**src/rtl/fc_pkg.sv**
```systemverilog
package fc_pkg;

    localparam int ADDR_W         = 32;
    localparam int DATA_W         = 32;
    localparam int BYTES_PER_WORD = DATA_W / 8;
    localparam int WORD_LSB       = $clog2(BYTES_PER_WORD);

    typedef logic [ADDR_W-1:0] addr_t;
    typedef logic [DATA_W-1:0] word_t;

    typedef enum logic [2:0] {
        S_IDLE,
        S_BYP_REQ,
        S_BYP_WAIT,
        S_FILL_REQ,
        S_FILL_WAIT,
        S_WT_REQ
    } fc_state_e;

    typedef struct packed {
        logic  write;
        addr_t addr;
        word_t wdata;
    } fc_req_t;

    function automatic int fc_line_count(int cap_bytes, int line_bytes);
        return cap_bytes / line_bytes;
    endfunction

endpackage

```
**src/rtl/fc_tag_store.sv**
```systemverilog
module fc_tag_store #(
    parameter int NUM_LINES = 16,
    parameter int IDX_W     = 4,
    parameter int TAG_W     = 24
) (
    input  logic             clk,
    input  logic             rst,
    input  logic             flush,
    input  logic [IDX_W-1:0] rd_idx,
    output logic             rd_valid,
    output logic [TAG_W-1:0] rd_tag,
    input  logic             wr_en,
    input  logic [IDX_W-1:0] wr_idx,
    input  logic [TAG_W-1:0] wr_tag
);

    logic [NUM_LINES-1:0] valid_vec;
    logic [TAG_W-1:0]     tag_q [NUM_LINES];

    for (genvar i = 0; i < NUM_LINES; i++) begin : g_line
        logic v_q;
        always_ff @(posedge clk) begin
            if (rst || flush) begin
                v_q <= 1'b0;
            end else if (wr_en && (wr_idx == IDX_W'(i))) begin
                v_q <= 1'b1;
            end
        end
        assign valid_vec[i] = v_q;
    end

    always_ff @(posedge clk) begin
        if (wr_en) begin
            tag_q[wr_idx] <= wr_tag;
        end
    end

    assign rd_valid = valid_vec[rd_idx];
    assign rd_tag   = tag_q[rd_idx];

endmodule

```
**src/rtl/fc_data_store.sv**
```systemverilog
module fc_data_store
    import fc_pkg::*;
#(
    parameter int NUM_LINES = 16,
    parameter int WPL       = 4,
    parameter int IDX_W     = 4,
    parameter int WSEL_W    = 2
) (
    input  logic              clk,
    input  logic              wr_en,
    input  logic [IDX_W-1:0]  wr_idx,
    input  logic [WSEL_W-1:0] wr_wsel,
    input  word_t             wr_data,
    input  logic [IDX_W-1:0]  rd_idx,
    input  logic [WSEL_W-1:0] rd_wsel,
    output word_t             rd_data
);

    localparam int DEPTH = NUM_LINES * WPL;

    word_t mem_q [DEPTH];

    always_ff @(posedge clk) begin
        if (wr_en) begin
            mem_q[{wr_idx, wr_wsel}] <= wr_data;
        end
    end

    assign rd_data = mem_q[{rd_idx, rd_wsel}];

endmodule

```
**src/rtl/fc_ctrl.sv**
```systemverilog
module fc_ctrl
    import fc_pkg::*;
#(
    parameter int WPL     = 4,
    parameter int IDX_W   = 4,
    parameter int WSEL_W  = 2,
    parameter int TAG_W   = 24,
    parameter int OFF_W   = 4,
    parameter int COUNT_W = 32
) (
    input  logic               clk,
    input  logic               rst,
    input  logic               bypass_en,
    input  logic               cpu_req_valid,
    output logic               cpu_req_ready,
    input  logic               cpu_req_write,
    input  addr_t              cpu_req_addr,
    input  word_t              cpu_req_wdata,
    output logic               cpu_rsp_valid,
    output word_t              cpu_rsp_rdata,
    output logic               l1_req_valid,
    input  logic               l1_req_ready,
    output logic               l1_req_write,
    output addr_t              l1_req_addr,
    output word_t              l1_req_wdata,
    input  logic               l1_rsp_valid,
    input  word_t              l1_rsp_rdata,
    input  logic [IDX_W-1:0]   lk_idx,
    input  logic [WSEL_W-1:0]  lk_wsel,
    input  logic [TAG_W-1:0]   req_tag,
    input  logic               lk_valid,
    input  logic [TAG_W-1:0]   lk_tag,
    input  word_t              lk_word,
    output logic               tag_flush,
    output logic               tag_wr_en,
    output logic [IDX_W-1:0]   tag_wr_idx,
    output logic [TAG_W-1:0]   tag_wr_tag,
    output logic               dat_wr_en,
    output logic [IDX_W-1:0]   dat_wr_idx,
    output logic [WSEL_W-1:0]  dat_wr_wsel,
    output word_t              dat_wr_data,
    output logic [COUNT_W-1:0] hit_count,
    output logic [COUNT_W-1:0] miss_count
);

    localparam logic [WSEL_W-1:0] LAST_BEAT = WSEL_W'(WPL - 1);

    fc_state_e          state_q;
    fc_req_t            req_q;
    logic [WSEL_W-1:0]  beat_q;
    word_t              pick_q;
    logic               rsp_valid_q;
    word_t              rsp_data_q;
    logic [COUNT_W-1:0] hit_q;
    logic [COUNT_W-1:0] miss_q;
    logic               byp_q;

    logic               accept;
    logic               lookup_hit;
    logic               fill_beat;
    logic               store_hit;
    logic [IDX_W-1:0]   req_idx;
    logic [WSEL_W-1:0]  req_wsel;

    assign req_idx    = req_q.addr[OFF_W +: IDX_W];
    assign req_wsel   = req_q.addr[WORD_LSB +: WSEL_W];
    assign tag_flush  = byp_q && !bypass_en;
    assign cpu_req_ready = (state_q == S_IDLE) && !tag_flush;
    assign accept     = cpu_req_valid && cpu_req_ready;
    assign lookup_hit = lk_valid && (lk_tag == req_tag);
    assign fill_beat  = (state_q == S_FILL_WAIT) && l1_rsp_valid;
    assign store_hit  = accept && cpu_req_write && !bypass_en && lookup_hit;

    // Array write ports: refill beats and store hits never coincide
    always_comb begin
        dat_wr_en   = fill_beat || store_hit;
        dat_wr_idx  = fill_beat ? req_idx : lk_idx;
        dat_wr_wsel = fill_beat ? beat_q : lk_wsel;
        dat_wr_data = fill_beat ? l1_rsp_rdata : cpu_req_wdata;
        tag_wr_en   = fill_beat && (beat_q == LAST_BEAT);
        tag_wr_idx  = req_idx;
        tag_wr_tag  = req_q.addr[ADDR_W-1 -: TAG_W];
    end

    // L1 request port
    always_comb begin
        l1_req_valid = (state_q == S_BYP_REQ) || (state_q == S_FILL_REQ) ||
                       (state_q == S_WT_REQ);
        l1_req_write = req_q.write && (state_q != S_FILL_REQ);
        l1_req_addr  = (state_q == S_FILL_REQ) ?
                       {req_q.addr[ADDR_W-1:OFF_W], beat_q, {WORD_LSB{1'b0}}} :
                       req_q.addr;
        l1_req_wdata = req_q.wdata;
    end

    always_ff @(posedge clk) begin
        if (rst) begin
            state_q     <= S_IDLE;
            req_q       <= '0;
            beat_q      <= '0;
            pick_q      <= '0;
            rsp_valid_q <= 1'b0;
            rsp_data_q  <= '0;
            hit_q       <= '0;
            miss_q      <= '0;
            byp_q       <= 1'b0;
        end else begin
            byp_q       <= bypass_en;
            rsp_valid_q <= 1'b0;
            case (state_q)
                S_IDLE: begin
                    if (accept) begin
                        req_q.write <= cpu_req_write;
                        req_q.addr  <= cpu_req_addr;
                        req_q.wdata <= cpu_req_wdata;
                        if (bypass_en) begin
                            state_q <= S_BYP_REQ;
                        end else begin
                            if (lookup_hit) begin
                                hit_q <= hit_q + COUNT_W'(1);
                            end else begin
                                miss_q <= miss_q + COUNT_W'(1);
                            end
                            if (cpu_req_write) begin
                                state_q <= S_WT_REQ;
                            end else if (lookup_hit) begin
                                rsp_valid_q <= 1'b1;
                                rsp_data_q  <= lk_word;
                            end else begin
                                beat_q  <= '0;
                                state_q <= S_FILL_REQ;
                            end
                        end
                    end
                end
                S_BYP_REQ: begin
                    if (l1_req_ready) begin
                        if (req_q.write) begin
                            rsp_valid_q <= 1'b1;
                            rsp_data_q  <= '0;
                            state_q     <= S_IDLE;
                        end else begin
                            state_q <= S_BYP_WAIT;
                        end
                    end
                end
                S_BYP_WAIT: begin
                    if (l1_rsp_valid) begin
                        rsp_valid_q <= 1'b1;
                        rsp_data_q  <= l1_rsp_rdata;
                        state_q     <= S_IDLE;
                    end
                end
                S_FILL_REQ: begin
                    if (l1_req_ready) begin
                        state_q <= S_FILL_WAIT;
                    end
                end
                S_FILL_WAIT: begin
                    if (l1_rsp_valid) begin
                        if (beat_q == req_wsel) begin
                            pick_q <= l1_rsp_rdata;
                        end
                        if (beat_q == LAST_BEAT) begin
                            rsp_valid_q <= 1'b1;
                            rsp_data_q  <= (beat_q == req_wsel) ? l1_rsp_rdata : pick_q;
                            beat_q      <= '0;
                            state_q     <= S_IDLE;
                        end else begin
                            beat_q  <= beat_q + WSEL_W'(1);
                            state_q <= S_FILL_REQ;
                        end
                    end
                end
                S_WT_REQ: begin
                    if (l1_req_ready) begin
                        rsp_valid_q <= 1'b1;
                        rsp_data_q  <= '0;
                        state_q     <= S_IDLE;
                    end
                end
                default: state_q <= S_IDLE;
            endcase
        end
    end

    assign cpu_rsp_valid = rsp_valid_q;
    assign cpu_rsp_rdata = rsp_data_q;
    assign hit_count     = hit_q;
    assign miss_count    = miss_q;

endmodule

```
**src/rtl/filter_cache_l0.sv**
```systemverilog
module filter_cache_l0
    import fc_pkg::*;
#(
    parameter int CAP_BYTES  = 256,
    parameter int LINE_BYTES = 16,
    parameter int COUNT_W    = 32
) (
    input  logic               clk,
    input  logic               rst,
    input  logic               bypass_en,
    input  logic               cpu_req_valid,
    output logic               cpu_req_ready,
    input  logic               cpu_req_write,
    input  logic [31:0]        cpu_req_addr,
    input  logic [31:0]        cpu_req_wdata,
    output logic               cpu_rsp_valid,
    output logic [31:0]        cpu_rsp_rdata,
    output logic               l1_req_valid,
    input  logic               l1_req_ready,
    output logic               l1_req_write,
    output logic [31:0]        l1_req_addr,
    output logic [31:0]        l1_req_wdata,
    input  logic               l1_rsp_valid,
    input  logic [31:0]        l1_rsp_rdata,
    output logic [COUNT_W-1:0] hit_count,
    output logic [COUNT_W-1:0] miss_count
);

    localparam int NUM_LINES = fc_line_count(CAP_BYTES, LINE_BYTES);
    localparam int WPL       = LINE_BYTES / BYTES_PER_WORD;
    localparam int OFF_W     = $clog2(LINE_BYTES);
    localparam int IDX_W     = $clog2(NUM_LINES);
    localparam int WSEL_W    = $clog2(WPL);
    localparam int TAG_W     = ADDR_W - IDX_W - OFF_W;

    logic [IDX_W-1:0]  lk_idx;
    logic [WSEL_W-1:0] lk_wsel;
    logic [TAG_W-1:0]  req_tag;
    logic              lk_valid;
    logic [TAG_W-1:0]  lk_tag;
    word_t             lk_word;
    logic              tag_flush;
    logic              tag_wr_en;
    logic [IDX_W-1:0]  tag_wr_idx;
    logic [TAG_W-1:0]  tag_wr_tag;
    logic              dat_wr_en;
    logic [IDX_W-1:0]  dat_wr_idx;
    logic [WSEL_W-1:0] dat_wr_wsel;
    word_t             dat_wr_data;

    assign lk_idx  = cpu_req_addr[OFF_W +: IDX_W];
    assign lk_wsel = cpu_req_addr[WORD_LSB +: WSEL_W];
    assign req_tag = cpu_req_addr[ADDR_W-1 -: TAG_W];

    fc_tag_store #(
        .NUM_LINES (NUM_LINES),
        .IDX_W     (IDX_W),
        .TAG_W     (TAG_W)
    ) u_tags (
        .clk      (clk),
        .rst      (rst),
        .flush    (tag_flush),
        .rd_idx   (lk_idx),
        .rd_valid (lk_valid),
        .rd_tag   (lk_tag),
        .wr_en    (tag_wr_en),
        .wr_idx   (tag_wr_idx),
        .wr_tag   (tag_wr_tag)
    );

    fc_data_store #(
        .NUM_LINES (NUM_LINES),
        .WPL       (WPL),
        .IDX_W     (IDX_W),
        .WSEL_W    (WSEL_W)
    ) u_data (
        .clk     (clk),
        .wr_en   (dat_wr_en),
        .wr_idx  (dat_wr_idx),
        .wr_wsel (dat_wr_wsel),
        .wr_data (dat_wr_data),
        .rd_idx  (lk_idx),
        .rd_wsel (lk_wsel),
        .rd_data (lk_word)
    );

    fc_ctrl #(
        .WPL     (WPL),
        .IDX_W   (IDX_W),
        .WSEL_W  (WSEL_W),
        .TAG_W   (TAG_W),
        .OFF_W   (OFF_W),
        .COUNT_W (COUNT_W)
    ) u_ctrl (
        .clk           (clk),
        .rst           (rst),
        .bypass_en     (bypass_en),
        .cpu_req_valid (cpu_req_valid),
        .cpu_req_ready (cpu_req_ready),
        .cpu_req_write (cpu_req_write),
        .cpu_req_addr  (cpu_req_addr),
        .cpu_req_wdata (cpu_req_wdata),
        .cpu_rsp_valid (cpu_rsp_valid),
        .cpu_rsp_rdata (cpu_rsp_rdata),
        .l1_req_valid  (l1_req_valid),
        .l1_req_ready  (l1_req_ready),
        .l1_req_write  (l1_req_write),
        .l1_req_addr   (l1_req_addr),
        .l1_req_wdata  (l1_req_wdata),
        .l1_rsp_valid  (l1_rsp_valid),
        .l1_rsp_rdata  (l1_rsp_rdata),
        .lk_idx        (lk_idx),
        .lk_wsel       (lk_wsel),
        .req_tag       (req_tag),
        .lk_valid      (lk_valid),
        .lk_tag        (lk_tag),
        .lk_word       (lk_word),
        .tag_flush     (tag_flush),
        .tag_wr_en     (tag_wr_en),
        .tag_wr_idx    (tag_wr_idx),
        .tag_wr_tag    (tag_wr_tag),
        .dat_wr_en     (dat_wr_en),
        .dat_wr_idx    (dat_wr_idx),
        .dat_wr_wsel   (dat_wr_wsel),
        .dat_wr_data   (dat_wr_data),
        .hit_count     (hit_count),
        .miss_count    (miss_count)
    );

endmodule

```
**config.mk**
```make
export PLATFORM = sky130hd
export DESIGN_NAME = filter_cache_l0
export DESIGN_NICKNAME = d
export VERILOG_FILES = /design/src/rtl/fc_pkg.sv /design/src/rtl/fc_tag_store.sv /design/src/rtl/fc_data_store.sv /design/src/rtl/fc_ctrl.sv /design/src/rtl/filter_cache_l0.sv
export SDC_FILE = /design/constraint.sdc
export NUM_CORES = 2
export LEC_CHECK = 0
export BUFFER_PORTS_ARGS = -buffer_cell sky130_fd_sc_hd__buf_2
export CAP_MARGIN = 25
export CORE_ASPECT_RATIO = 2
export CORE_MARGIN = 3
export CORE_UTILIZATION = 33
export CTS_CLUSTER_DIAMETER = 80
export DETAILED_ROUTE_END_ITERATION = 12
export PLACE_DENSITY = 0.54
export SLEW_MARGIN = 25
export SYNTH_ARGS = -nofsm -noshare
export SYNTH_HDL_FRONTEND = slang
export SYNTH_SLANG_ARGS = --single-unit
```
**constraint.sdc**
```tcl
create_clock -name clk -period 13.4 [get_ports clk]
set_input_delay 2.01 -clock clk [delete_from_list [all_inputs] [get_ports clk]]
set_output_delay 2.01 -clock clk [all_outputs]
set_load 0.05 [all_outputs]
```
# ---- Word-level counts from Yosys, hierarchy flattened
# Memory sizes are Yosys's and may differ from the RTL's.
# Index checks and enable logic that the tools add are counted.
# W data, S select, Z words.
dict set report totals {
  register_bits 216
  ram_bits 2432
  elab_cells 167
  mem_count 2
}
# name words width read_ports rd_clocked_by_memory_dff write_ports line_no
set memory_table {}
lappend memory_table {u_data.mem_q 64 32 1 0 1 fc_data_store.sv:21} ;# word_t mem_q [DEPTH];
lappend memory_table {u_tags.tag_q 16 24 1 0 1 fc_tag_store.sv:18} ;# logic [TAG_W-1:0] tag_q [NUM_LINES];
dict set report classes {
  addsub 3
  magnitude_cmp 1
  eq_ne 37
  mux 52
  bitwise 2
  n_reduce_logical 43
}
# operator count
set op_table {}
lappend op_table {{$mux W32} 12}
lappend op_table {{$pmux W32 S5} 1}
lappend op_table {{$add A32 B1 Y32 const B} 2}
lappend op_table {{$eq A4 B4 Y1 const B} 8}
lappend op_table {{$mux W3} 9}
lappend op_table {{$logic_and A1 B1 Y1} 26}
lappend op_table {{$eq A24 B24 Y1} 1}
lappend op_table {{$mux W2} 9}
lappend op_table {{$ne A2 B2 Y1 const B} 9}
lappend op_table {{$pmux W3 S6} 1}
lappend op_table {{$eq A4 B3 Y1 const B} 4}
lappend op_table {{$mux W1} 15}
lappend op_table {{$reduce_and A11 Y1} 1}
lappend op_table {{$eq A4 B2 Y1 const B} 2}
lappend op_table {{$mux W4} 2}
lappend op_table {{$reduce_and A4 Y1} 2}
lappend op_table {{$reduce_and A7 Y1} 1}
lappend op_table {{$eq A3 B2 Y1 const B} 2}
lappend op_table {{$eq A3 B3 Y1 const B} 2}
lappend op_table {{$ne A2 B1 Y1 const B} 3}
lappend op_table {{$reduce_and A6 Y1} 1}
lappend op_table {{$lt A4 B5 Y1 const B} 1}
lappend op_table {{$pmux W1 S5} 1}
lappend op_table {{$reduce_bool A5 Y1} 1}
lappend op_table {{other kinds (16)} 22}

# ---- Logic depth before layout (Yosys ltp)
dict set report depth {
  word_depth 11
  depth_mapped 16
}

# ---- Hierarchy
# From an unflattened synthesis, not the netlist that was laid out.
dict set report hier_totals {
  hier_cells 5378
  area_unflattened_um2 103600.6
}
# mod instances cells_per_inst area_each_um2
set modules_own_cells {}
lappend modules_own_cells {fc_data_store 1 3479 78398.9}
lappend modules_own_cells {fc_tag_store 1 653 15018.2}
lappend modules_own_cells {fc_ctrl 1 1246 10183.5}

# ---- Least setup slack after synthesis
# OpenSTA, ideal clock, no wires.
dict set report synth_path {
  path_kind {in2reg}
  startpoint {in cpu_req_addr[4]}
  endpoint {mem u_data.mem_q[21][0] in the netlist's numbering (enable)}
  setup_time_ps 421
  arrival_ps 6221
  required_ps 12979
  path_slack_ps 6758
  cell_stages 13
  cell_sequence {buf_4 buf_2 buf_2 mux4_2 a22oi_1 nand3_1 xor2_1 a2111oi_0 nand4_1 nor3_2 buf_4 a21oi_1 nor2_1}
}
dict set report synth_via {
  elab_chain_cells 7
  word_cells_on_any_way 10
  cone_classes {1 x eq/ne; 5 x mux; 3 x reduce/logical; 1 x memory}
}
# element line_no
set synth_lines {}
lappend synth_lines {{start: declaration} filter_cache_l0.sv:14} ;# input logic [31:0] cpu_req_addr,
lappend synth_lines {{$mem_v2 Z16 W24 or $bmux W1 S4 (tied branches)} --}
lappend synth_lines {{$eq A24 B24 Y1 or $mux W1 (tied branches)} {fc_ctrl.sv:70, fc_tag_store.sv:38}}
lappend synth_lines {{$logic_and A1 B1 Y1} fc_ctrl.sv:70} ;# assign lookup_hit = lk_valid && (lk_tag == req_tag);
lappend synth_lines {{$logic_and A1 B1 Y1} fc_ctrl.sv:72} ;# assign store_hit = accept && cpu_req_write && !bypass_en && lookup_hit;
lappend synth_lines {{$logic_or A1 B1 Y1} fc_ctrl.sv:76} ;# dat_wr_en = fill_beat || store_hit;
lappend synth_lines {{$mux W1} fc_data_store.sv:24} ;# if (wr_en) begin
lappend synth_lines {{$mux W1 (not written as such)} fc_data_store.sv:25} ;# mem_q[{wr_idx, wr_wsel}] <= wr_data;
lappend synth_lines {{end: declaration} fc_data_store.sv:21}
# Parallel ways exist; a longest one is shown, timed or not. The select of a mux whose other input is x is not followed.

# ---- Final worst setup path
dict set report layout_path {
  startpoint {in cpu_req_addr[5]}
  endpoint {mem u_data.mem_q[21][11] in the netlist's numbering (enable)}
}
# Same word-level chain as after synthesis.

==> results.json <==
{
  "core_sq_um": 316000,
  "postCtsSetupBuffers": 0,
  "setup_tns_ns": 0,
  "cpMaxStageDelayCell": "buf_4",
  "worst_slew_pin_slew_ns": 1.09,
  "final_hold_viol_count": 0,
  "crit_required_ns": 13.98,
  "ant_nets": 0,
  "rows": 292,
  "rr_startpoint": "u_ctrl.state_q[0]$_SDFFE_PP0P_",
  "min_from": "u_ctrl.req_q[32]$_SDFFE_PP0P_",
  "track_usage": 0.178,
  "crit_type": "in -> reg",
  "crit_fanout": 49,
  "critPathTopFamily": "buffers and inverters",
  "cp.buffers_inverters": 5,
  "numPortBuffers": 266,
  "clk_pin_slew_ns": 0.06,
  "cap_violations": 0,
  "path_cells": "buf_4, buf_4, mux4_2, mux2i_1, xnor2_1, a211oi_1, o211ai_1, or4_4, nor3_4, buf_4, a21oi_2, buf_4, nor2_4, buf_4",
  "arrival_ns": 8.02,
  "power.density_nw_per_um2": 151,
  "ys_async_sr_fraction": 0,
  "end_kind": "flip-flop",
  "cts_tree": "yes",
  "min_period_over_period": 0.555,
  "grt_max_degree": 128,
  "synth_area_sq_um": 105000,
  "synth_seq_area_share": 0.736,
  "max_slew_margin": 0.276,
  "rrSetupSlack_ns": 8.00,
  "synthCells": 5562,
  "vias_per_cell": 5.32,
  "start_util": 0.332,
  "cp_slowest_stage_delay_ns": 0.79,
  "yosys_most_used_dff": "edfxtp_1",
  "cp-start-kind": "input pin",
  "rr_endpoint": "u_data.mem_q[20][16]$_DFFE_PP_",
  "fin_crit_ns": 7.44,
  "wl_per_cell_um": 29.1,
  "multi_input_area_sq_um": 26600,
  "dp_hpwl_um": 190000,
  "ys_ff_latch": 2648,
  "die_h_um": 804,
  "status": "finished clean",
  "finalSetupViolations": 0,
  "grt_remaining_overflow": 0,
  "place_congestion": 0.844,
  "drt_iter0_drc": 5041,
  "cts_hold_buf": 0,
  "fillers": 28800,
  "dr_total_vias": 53800,
  "drc": 0,
  "clk_path_buf_depth": 4,
  "cts_buffers": 227,
  "cpMostUsedCell": "buf_4",
  "synth_warnings": 0,
  "first_global_vias": 55500,
  "drive_gt1_frac": 0.274,
  "p_total_mw": 18.1,
  "rsz0062_at_grt": "false",
  "reg2reg_depth": 12,
  "avgSynthCellArea_sq_um": 18.9,
  "routed_wirelength_um": 294000,
  "htree_levels": 4,
  "insertion_delay_ns": 0.94,
  "slew_violations": 0,
  "grt_pass1_wl_um": 419000,
  "cts.sinks": 2648,
  "hp-class": "reg -> reg",
  "chipWidth_um": 405,
  "die_area_sq_um": 326000,
  "ioPinCount": 267,
  "cts_resized": 0,
  "drtPass1Iterations": 6,
  "fin_skew_ns": 0.155,
  "ys_types": 70,
  "syn_nets": 5668,
  "whs_endpoint": "u_ctrl.req_q[32]$_SDFFE_PP0P_",
  "final_nets": 5913,
  "antenna_found_initial": 20,
  "area_growth_pct": 13.9,
  "seq_area_sq_um": 77400,
  "cts_root_buf": "clkbuf_16",
  "fmax_ghz": 0.134,
  "leakage_nw": 37.5,
  "fin_util": 0.378,
  "hold_depth": 2,
  "synth_edf_count": 2432,
  "ir_worst_vdd_uv": 119
}
==> layer usage <==
layer	wire length, um	track usage	part of all wire	vias to the layer above
met4	15000	0.0818	0.051	2
met5	8	0	0.000027	-
met3	14400	0.0236	0.049	517
met2	162000	0.336	0.55	1678
li1	-	-	-	22700
met1	103000	0.196	0.35	28800
==> cell type report <==
class,count,share of cell area
sequential,2648,0.647
multi-input combinational,2497,0.222
clock buffer,279,0.0500
tap,4116,0.0430
timing repair buffer,412,0.0268
clock inverter,127,0.0102
inverter,21,0.000743
antenna,9,0.000188
==> per-stage QoR <==
step	area, sq um	cells	hold slack, ns	setup WS [ns]
floorplan	105000	5562	0.432	6.76
global placement	111000	9655	0.439	4.98
detailed placement	112000	9687	0.444	4.99
CTS	119000	10100	0.453	5.88
global route	120000	10100	0.474	5.78
finish	120000	10100	0.450	5.96
==> worst max-delay path by stage <==
| stage | startpoint | end | slack (ns) | depth (start not counted) |
|---|---|---|---|---|
| after global placement | cpu_req_addr[5] | u_data.mem_q[26][10]$_DFFE_PP_ | 4.98 | 13 |
| after floorplan | cpu_req_addr[4] | u_data.mem_q[21][0]$_DFFE_PP_ | 6.76 | 13 |
| after detailed placement | cpu_req_addr[5] | u_data.mem_q[18][8]$_DFFE_PP_ | 4.99 | 13 |
| after CTS | cpu_req_addr[5] | u_data.mem_q[18][9]$_DFFE_PP_ | 5.88 | 13 |
| after global routing | cpu_req_addr[5] | u_data.mem_q[21][14]$_DFFE_PP_ | 5.78 | 14 |
| final | cpu_req_addr[5] | u_data.mem_q[21][11]$_DFFE_PP_ | 5.96 | 14 |
==> placed cells by master (no fill, tap or decap), drive strengths merged, types with 18 or more instances in the layout <==
cell	netlist	final
o22ai	41	41
mux2i	86	86
clkbuf	222	280
nand2	408	408
nand3	39	39
nor2	417	417
mux2	71	71
mux4	699	699
buf	174	411
a22oi	18	18
edfxtp	2432	2432
nor3	64	64
clkinvlp	0	18
o21ai	73	73
clkinv	0	85
and3	18	18
a31oi	32	32
nand4	26	26
o311ai	34	34
inv	21	24
a21oi	136	136
dfxtp	216	216
bufinv	0	21
xor2	19	19
nand2b	79	79
nor2b	60	60
==> worst min-delay path: stages (launching register included) <==
cell and delay (ns):
dfxtp_1 0.30, nand2_1 0.05, a21oi_1 0.05
==> report_power, final <==
part | internal [mW] | total (mW) | switching [mW]
combinational | 0.524 | 2.11 | 1.58
clock | 3.57 | 6.55 | 2.98
sequential | 9.31 | 9.46 | 0.146
total | 13.4 | 18.1 | 4.71
==> registers in the layout, indices dropped and copies added, names as in the netlist <==
| name | cells |
|---|---|
| u_tags.g_line.v_q | 16 |
| u_ctrl.beat_q | 2 |
| u_tags.tag_q | 384 |
| u_ctrl.byp_q | 1 |
| u_ctrl.state_q | 3 |
| u_ctrl.cpu_rsp_valid | 1 |
| u_data.mem_q | 2048 |
| u_ctrl.hit_count | 32 |
| u_ctrl.pick_q | 32 |
| u_ctrl.tag_wr_tag | 24 |
| u_ctrl.miss_count | 32 |
| u_ctrl.tag_wr_idx | 4 |
| u_ctrl.l1_req_wdata | 32 |
| u_ctrl.req_q | 5 |
| u_ctrl.cpu_rsp_rdata | 32 |
==> synth_stat cells (all sizes together) (39+ instances only) <==
| cell type | n | area (sq um) |
|---|---|---|
| dfxtp | 216 | 4320 |
| nand3 | 39 | 195 |
| clkbuf | 222 | 835 |
| nand2 | 408 | 1530 |
| buf | 174 | 1010 |
| mux2i | 86 | 861 |
| nand2b | 79 | 494 |
| a21oi | 136 | 681 |
| mux2 | 71 | 800 |
| nor2b | 60 | 375 |
| nor3 | 64 | 337 |
| nor2 | 417 | 1570 |
| mux4 | 699 | 15700 |
| o22ai | 41 | 257 |
| edfxtp | 2432 | 73000 |
| o21ai | 73 | 365 |
==> cell families after synthesis <==
| kind of cell | Yosys count | synth area share |
|---|---|---|
| multiplexers | 856 | 0.166 |
| AND/OR/NAND/NOR | 1178 | 0.0504 |
| flip-flops | 2648 | 0.736 |
| buffers and inverters | 417 | 0.0183 |
| AO/OA/AOI/OAI | 427 | 0.0261 |
| XOR/XNOR | 33 | 0.00275 |
| adder cells (fa/ha/maj) | 3 | 0.000357 |
Note: power is estimated with default switching activity, not from simulation.
